$ cat config.mk
export PLATFORM = sky130hd
export DESIGN_NAME = irq_poll_responder
export DESIGN_NICKNAME = d
export VERILOG_FILES = /design/src/rtl/irqp_pkg.sv /design/src/rtl/irqp_fsm.sv /design/src/rtl/irqp_bank_sel.sv /design/src/rtl/irqp_poll_dec.sv /design/src/rtl/irq_poll_responder.sv
export SDC_FILE = /design/constraint.sdc
export NUM_CORES = 1
export LEC_CHECK = 0
export ABC_AREA = 1
export BUFFER_PORTS_ARGS = -buffer_cell sky130_fd_sc_hd__buf_2
export CELL_PAD_IN_SITES_DETAIL_PLACEMENT = 1
export CELL_PAD_IN_SITES_GLOBAL_PLACEMENT = 2
export CORE_UTILIZATION = 14
export DETAILED_ROUTE_END_ITERATION = 8
export PLACE_DENSITY = 0.8
export SLEW_MARGIN = 15
export SYNTH_ARGS = -nofsm -noshare
export SYNTH_HDL_FRONTEND = slang
export SYNTH_SLANG_ARGS = --single-unit
$ cat constraint.sdc
create_clock -name clk -period 1.4 [get_ports clk]
set_clock_uncertainty 0.1 [all_clocks]
set_input_delay 0.07 -clock clk [delete_from_list [all_inputs] [get_ports clk]]
set_output_delay 0.07 -clock clk [all_outputs]
set_load 0.005 [all_outputs]
$ cat src/rtl/irqp_pkg.sv
package irqp_pkg;

    typedef enum logic [1:0] {
        ST_IDLE   = 2'd0,
        ST_PEND   = 2'd1,
        ST_ANSWER = 2'd2
    } irq_state_e;

    // A poll concerns this device when it is active and the bank agrees.
    function automatic logic poll_hits(input logic poll_n, input logic poll_bank,
                                       input logic bank_msb);
        return (!poll_n) && (poll_bank == bank_msb);
    endfunction

endpackage

$ cat src/rtl/irqp_fsm.sv
module irqp_fsm
    import irqp_pkg::*;
(
    input  logic clk,
    input  logic rst_n,
    input  logic req_strobe,
    input  logic svc_clear,
    input  logic poll_n,
    input  logic poll_bank,
    input  logic bank_msb,
    output logic pending,
    output logic answering
);

    irq_state_e state_q, state_d;
    logic       hit;

    assign hit = poll_hits(poll_n, poll_bank, bank_msb);

    always_comb begin
        state_d = state_q;
        if (svc_clear) begin
            state_d = ST_IDLE;
        end else begin
            unique case (state_q)
                ST_IDLE:   if (req_strobe && poll_n) state_d = ST_PEND;
                ST_PEND:   if (hit)                  state_d = ST_ANSWER;
                ST_ANSWER: if (!hit)                 state_d = ST_PEND;
                default:                             state_d = ST_IDLE;
            endcase
        end
    end

    always_ff @(posedge clk) begin
        if (!rst_n) state_q <= ST_IDLE;
        else        state_q <= state_d;
    end

    always_comb begin
        pending   = 1'b0;
        answering = 1'b0;
        unique case (state_q)
            ST_IDLE:   begin pending = 1'b0; answering = 1'b0; end
            ST_PEND:   begin pending = 1'b1; answering = 1'b0; end
            ST_ANSWER: begin pending = 1'b1; answering = 1'b1; end
            default:   begin pending = 1'b0; answering = 1'b0; end
        endcase
    end

    AST_STROBE_DROPPED_IN_POLL: assert property (@(posedge clk) disable iff (!rst_n)
        (state_q == ST_IDLE && req_strobe && !poll_n) |=> (state_q == ST_IDLE));
    AST_CLEAR_RELEASES: assert property (@(posedge clk) disable iff (!rst_n)
        svc_clear |=> (state_q == ST_IDLE));
    AST_REQUEST_HELD: assert property (@(posedge clk) disable iff (!rst_n)
        (state_q != ST_IDLE && !svc_clear) |=> (state_q != ST_IDLE));
    AST_ANSWER_NEEDS_POLL: assert property (@(posedge clk) disable iff (!rst_n)
        (state_q == ST_ANSWER) |-> $past(!poll_n));
    AST_POLL_END_RELEASES: assert property (@(posedge clk) disable iff (!rst_n)
        (state_q == ST_ANSWER && poll_n && !svc_clear) |=> (state_q == ST_PEND));

endmodule

$ cat src/rtl/irqp_bank_sel.sv
module irqp_bank_sel (
    input  logic clk,
    input  logic rst_n,
    input  logic pending,
    input  logic bank_msb,
    output logic req_lo_n,
    output logic req_hi_n
);

    always_comb begin
        req_lo_n = 1'b1;
        req_hi_n = 1'b1;
        if (pending) begin
            if (bank_msb) req_hi_n = 1'b0;
            else          req_lo_n = 1'b0;
        end
    end

    AST_BANKS_EXCLUSIVE: assert property (@(posedge clk) disable iff (!rst_n)
        !(!req_lo_n && !req_hi_n));

endmodule

$ cat src/rtl/irqp_poll_dec.sv
module irqp_poll_dec #(
    parameter int IDX_W = 3,
    localparam int LINES = 1 << IDX_W
) (
    input  logic             clk,
    input  logic             rst_n,
    input  logic             answering,
    input  logic [IDX_W-1:0] idx,
    output logic [LINES-1:0] dline_n,
    output logic [LINES-1:0] dline_oe
);

    for (genvar g = 0; g < LINES; g++) begin : g_line
        assign dline_oe[g] = answering && (idx == IDX_W'(g));
        assign dline_n[g]  = !dline_oe[g];
    end

    AST_AT_MOST_ONE_LINE: assert property (@(posedge clk) disable iff (!rst_n)
        $onehot0(dline_oe));
    AST_ANSWER_ONE_LINE: assert property (@(posedge clk) disable iff (!rst_n)
        answering |-> ($countones(dline_oe) == 1));

endmodule

$ cat src/rtl/irq_poll_responder.sv
module irq_poll_responder #(
    parameter int SEL_W = 4,
    localparam int IDX_W = SEL_W - 1,
    localparam int LINES = 1 << IDX_W
) (
    input  logic             clk,
    input  logic             rst_n,
    input  logic [SEL_W-1:0] sel_code,
    input  logic             req_strobe,
    input  logic             svc_clear,
    input  logic             poll_n,
    input  logic             poll_bank,
    output logic             req_lo_n,
    output logic             req_hi_n,
    output logic [LINES-1:0] dline_n,
    output logic [LINES-1:0] dline_oe
);

    logic pending;
    logic answering;
    logic bank_msb;

    assign bank_msb = sel_code[SEL_W-1];

    irqp_fsm u_fsm (
        .clk        (clk),
        .rst_n      (rst_n),
        .req_strobe (req_strobe),
        .svc_clear  (svc_clear),
        .poll_n     (poll_n),
        .poll_bank  (poll_bank),
        .bank_msb   (bank_msb),
        .pending    (pending),
        .answering  (answering)
    );

    irqp_bank_sel u_bank (
        .clk      (clk),
        .rst_n    (rst_n),
        .pending  (pending),
        .bank_msb (bank_msb),
        .req_lo_n (req_lo_n),
        .req_hi_n (req_hi_n)
    );

    irqp_poll_dec #(.IDX_W(IDX_W)) u_dec (
        .clk       (clk),
        .rst_n     (rst_n),
        .answering (answering),
        .idx       (sel_code[IDX_W-1:0]),
        .dline_n   (dline_n),
        .dline_oe  (dline_oe)
    );

    AST_QUIET_WITHOUT_REQUEST: assert property (@(posedge clk) disable iff (!rst_n)
        (req_lo_n && req_hi_n) |-> (dline_oe == '0));
    AST_UNDRIVEN_READS_HIGH: assert property (@(posedge clk) disable iff (!rst_n)
        ((dline_n | dline_oe) == {LINES{1'b1}}));

endmodule

; ---- Word level (Yosys, flattened, before mapping)
; Index checks and enable logic that the tools add are counted.
; W data, S select, Z words.
[word_totals]
n_memories = 0
mem_bits_rw = 0
rom_bits = 0
in_bits = 10
regBits = 2
latchBits = 0
[classes]
n_addsub = 0
magnitude_cmp = 0
n_mux = 10
n_shift = 0
n_reduce_logical = 24
n_eq_ne = 13
bitwise = 1
div = 0
n_mul = 0
[op_table]
columns = cell, count
row1 = $eq A3 B3 Y1 const B, 4
row2 = $logic_and A1 B1 Y1, 10
row3 = $logic_not A1 Y1, 9
row4 = $eq A3 B2 Y1 const B, 2
row5 = $mux W1, 6
row6 = $mux W2, 3
row7 = $pmux W2 S3, 1
row8 = $ne A2 B1 Y1 const B, 2
row9 = $reduce_or A2 Y1, 2
row10 = $eq A3 B1 Y1 const B, 1
row11 = $logic_not A3 Y1, 1
row12 = $reduce_and A3 Y1, 1
row13 = $eq A2 B1 Y1 const B, 1
row14 = $eq A2 B2 Y1 const B, 1
row15 = $logic_not A2 Y1, 1
row16 = $ne A2 B2 Y1 const B, 1
row17 = $eq A1 B1 Y1, 1
row18 = $not A1 Y1, 1

; ---- Depth between registers and ports, before layout
[depth]
ltp_word = 4
mapped_depth = 8
ltp_nobuf = 8

; ---- Modules after synthesis
; Synthesis repeated with hierarchy kept, for this count alone.
[hier_totals]
hier_cells = 71
hier_area_um2 = 367.9
[by_module_without_submodules]
columns = module, instances, area_each_um2, cells_per_inst
row1 = irqp_fsm, 1, 236.5, 36
row2 = irqp_poll_dec, 1, 120.1, 32
row3 = irqp_bank_sel, 1, 11.3, 3

; ---- Least setup slack after synthesis
; Ideal clock, no wire load.
[synth_timing]
kind = register -> register
start = reg u_fsm.state_q[0]
end = reg u_fsm.state_q[1]
setup_time_ns = 0.064
slack_ns = 0.222
t_arrival_ns = 1.015
path_stages_with_launch = 8
t_required_ns = 1.236
period_less_slack_ns = 1.178
cell_sequence = dfxtp_1 -> inv_1 -> ha_1 -> nand4_1 -> nand3_2 -> nand2_1 -> inv_1 -> nor2_1
[synth_via]
elab_chain_len = 3
word_cells_on_any_way = 8
classes_between = eq/ne: 5 / mux: 1 / reduce/logical: 2
[synth_lines]
columns = item, line_no
row1 = start: declaration, irqp_fsm.sv:15  ; irq_state_e state_q, state_d;
row2 = start signal: assignment, irqp_fsm.sv:36  ; else state_q <= state_d;
row3 = "$eq A2 B2 Y1, or another cell as far along", irqp_fsm.sv:25  ; unique case (state_q)
row4 = $ne A2 B2 Y1 (no source line) / $ne A2 B1 Y1 (equally long branches), -
row5 = $reduce_and A3 Y1 (no source line), -
; Parallel ways exist; a longest one is shown, timed or not.
; A chain may end at the register's enable or synchronous reset.

; ---- Worst setup path in the final report
[layout_timing]
start = reg u_fsm.state_q[0]
end = out dline_n[2]
[layout_via]
elab_chain_len = 4
[layout_lines]
columns = item, line_no
row1 = $eq A2 B2 Y1, irqp_fsm.sv:42  ; unique case (state_q)
row2 = $mux W1, irqp_fsm.sv:42
row3 = $logic_and A1 B1 Y1, irqp_poll_dec.sv:14  ; assign dline_oe[g] = answering && (idx == IDX_W'(g));
row4 = $logic_not A1 Y1, irqp_poll_dec.sv:15  ; assign dline_n[g] = !dline_oe[g];
row5 = end: declaration, irq_poll_responder.sv:15  ; output logic [LINES-1:0] dline_n,
; No other way between the ends.

==> impl_metrics.json <==
{
  "synth_cells": 62,
  "holdWs_ns": 0.0543,
  "drc": 0,
  "crit_start": "u_fsm.state_q[0]",
  "synth_top_family_by_area": "simple AND/OR/NAND/NOR gates",
  "critical_path_class": "reg -> out",
  "rsz0062_at_grt": "true",
  "drtIter0Drc": 1,
  "grt_max_degree": 5,
  "fillers": 301,
  "violations": "setup timing",
  "r2r_start": "u_fsm.state_q[0]",
  "antenna_found_initial": 0,
  "slew_headroom_pct": 87.8,
  "synthToLayoutAreaGrowth_pct": 85.4,
  "crit_path_cell_trace": "inv_2, ha_4, inv_2, nor2_2, inv_2, nor2_2, inv_1, buf_2",
  "final_common_cell": "buf_2",
  "crit_family": "buffers and inverters",
  "diodes": 0,
  "vdd_ir_drop_max_v": 0.000304,
  "worst_ep_required_time_ns": 1.23,
  "synth_area_um2": 325,
  "cts_num_sinks": 2,
  "cts_buffers": 3,
  "wl_per_cell_um": 8.31,
  "netlist.area_leader.share_pct": 24.2,
  "synth_nets": 76,
  "avgSynthCellArea_um2": 5.25,
  "fin_cells": 124,
  "insertion_delay_ns": 0.22,
  "top_register": "u_fsm.state_q",
  "die_w_um": 50.2,
  "mostFrequentLayoutCells": "27 x buf_2, 18 x inv_1, 12 x nand2_1",
  "yosys_warnings": 0,
  "cp_num_buf_inv": 5,
  "grtUsageTotal_pct": 8.79,
  "fin_ws_ns": -0.00645,
  "synth-compound-area-share_pct": 0,
  "ant_nets": 0,
  "run_status": "finished, violations left",
  "synthMuxAreaShare_pct": 0,
  "max_freq_mhz": 711,
  "place_hpwl_um": 856,
  "synth_xor_area_share_pct": 0,
  "synthDistinctLibCells": 9,
  "setup_violations": 1,
  "core-area_mm2": 0.00219,
  "multi_input_area_um2": 253,
  "grt_pass1_vias": 435,
  "dr.pass1.iters": 2,
  "die-area_mm2": 0.00252,
  "crit_path_end_kind": "output pin",
  "grt_pass1_wl_mm": 1.66,
  "ys_ff_latch": 2,
  "worst_setup_path_start_kind": "flop",
  "place_congestion": 0.721,
  "tightestPinTransition_ns": 0.183,
  "synthAdderAreaFrac_pct": 15.4,
  "wl_mm": 1.03,
  "crit_path_frequent_cell": "inv_2",
  "hold_viol": 0,
  "drv_cap": 0,
  "final_nets": 112,
  "hp-class": "in -> reg",
  "critPathArrivalTime_ns": 1.24,
  "htreeDepth": 1,
  "p_leak_nw": 0.298,
  "post_dp_cell_area_um2": 495,
  "clock-root-buffer": "clkbuf_4",
  "timing.final.crit_period_ns": 1.41,
  "viasPerCell": 3.74,
  "maxSlewViolCount": 0,
  "hp-start": "rst_n",
  "num_rows": 17,
  "clockBufferDepth": 2,
  "synth-simple-area-share_pct": 46.9,
  "seq_area_um2": 42.5,
  "initial_core_util_pct": 14.8,
  "power_density_mw_per_mm2": 508,
  "portBuffers": 27,
  "clk_pin_slew_ns": 0.03,
  "cts_tree": "done",
  "post-place-cells": 117,
  "drive_gt1_share_pct": 53.1,
  "period_share_pct": 100,
  "die_y_um": 50.2,
  "ys_top_cells_by_area": "inv_1 24%, nor2_1 17%, ha_1 15%",
  "route.vias.total": 464,
  "critPathMaxStageDelay_ns": 0.31,
  "ios": 28,
  "critPathSlowestCell": "dfxtp_2",
  "top_regs": "u_fsm.state_q: 2 flops",
  "ys_seq_area_share_pct": 12.3,
  "finalInstanceArea_um2": 603,
  "synth_area_leader_cell": "inv_1",
  "largest_reg_flops": 2,
  "crit_fanout": 4,
  "overflow": 0
}
[power by group]
| group | switching [mW] | internal [mW] | leakage, nW |
|---|---|---|---|
| Sequential | 0.00322 | 0.0621 | 0.0172 |
| Combinational | 0.0661 | 0.0542 | 0.267 |
| Clock | 0.0269 | 0.0940 | 0.0138 |
| Total | 0.0962 | 0.210 | 0.298 |
[worst min-delay path: cells and delay by family]
family	cells	cell delay [ns]
buffers and inverters	2	0.13
and+or+nand+nor	3	0.13
[metrics by stage]
| step | setup slack (ns) | util [%] | setup TNS, ns | power (mW) |
|---|---|---|---|---|
| after detailed placement | 0.0687 | 22.6 | 0 | 0.162 |
| after floorplan | 0.222 | - | 0 | 0.124 |
| after CTS | 0.00484 | 26.0 | 0 | 0.306 |
| final | -0.00645 | 27.5 | -0.00645 | 0.306 |
| after global placement | 0.109 | 22.6 | 0 | 0.159 |
| after global routing | -0.0988 | 27.5 | -0.772 | 0.340 |
[area by class of cell]
cell class	instances	share of cell area, %
Inverter	22	13.7
Timing Repair Buffer	31	27.8
Clock buffer	3	3.73
Sequential cell	2	7.05
Multi-Input combinational cell	38	41.9
Tap cell	28	5.81
[kinds of logic after synthesis]
group / Yosys count
buffers and inverters: 22
adders and majority gates: 4
DFF: 2
and+or+nand+nor: 34
[worst paths after layout]
path                 endpoint  slack, ns  depth (start not counted)
max reg2reg  u_fsm.state_q[1]       0.17                          8
min reg2reg  u_fsm.state_q[0]       0.59                          5
min          u_fsm.state_q[1]       0.05                          5
max                dline_n[2]     -0.006                          8
[routing by layer]
layer	track usage [%]	routed length, um	up-vias
met1	8.01	377	203
met4	5.71	0	0
li1	-	-	243
met3	1.52	76	0
met5	0	0	-
met2	17.3	576	18
[cells in the mapped netlist]
library cell  number
nand3_2            2
ha_1               4
dfxtp_1            2
inv_2              1
nand2_1           12
nand2_2            2
nand4_1            3
inv_1             21
nor2_1            15
[what timing repair did]
action / CTS / global route
hold buffers: 1 / 0
pin swaps: 4 / 2
resized for setup: 12 / 4
buffers inserted: 2 / 1
gates cloned: 0 / 0
endpoints found under the hold margin: 2 / 0
setup endpoints to repair: 16 / 16
No activity file was read; power rests on OpenSTA's default activity.
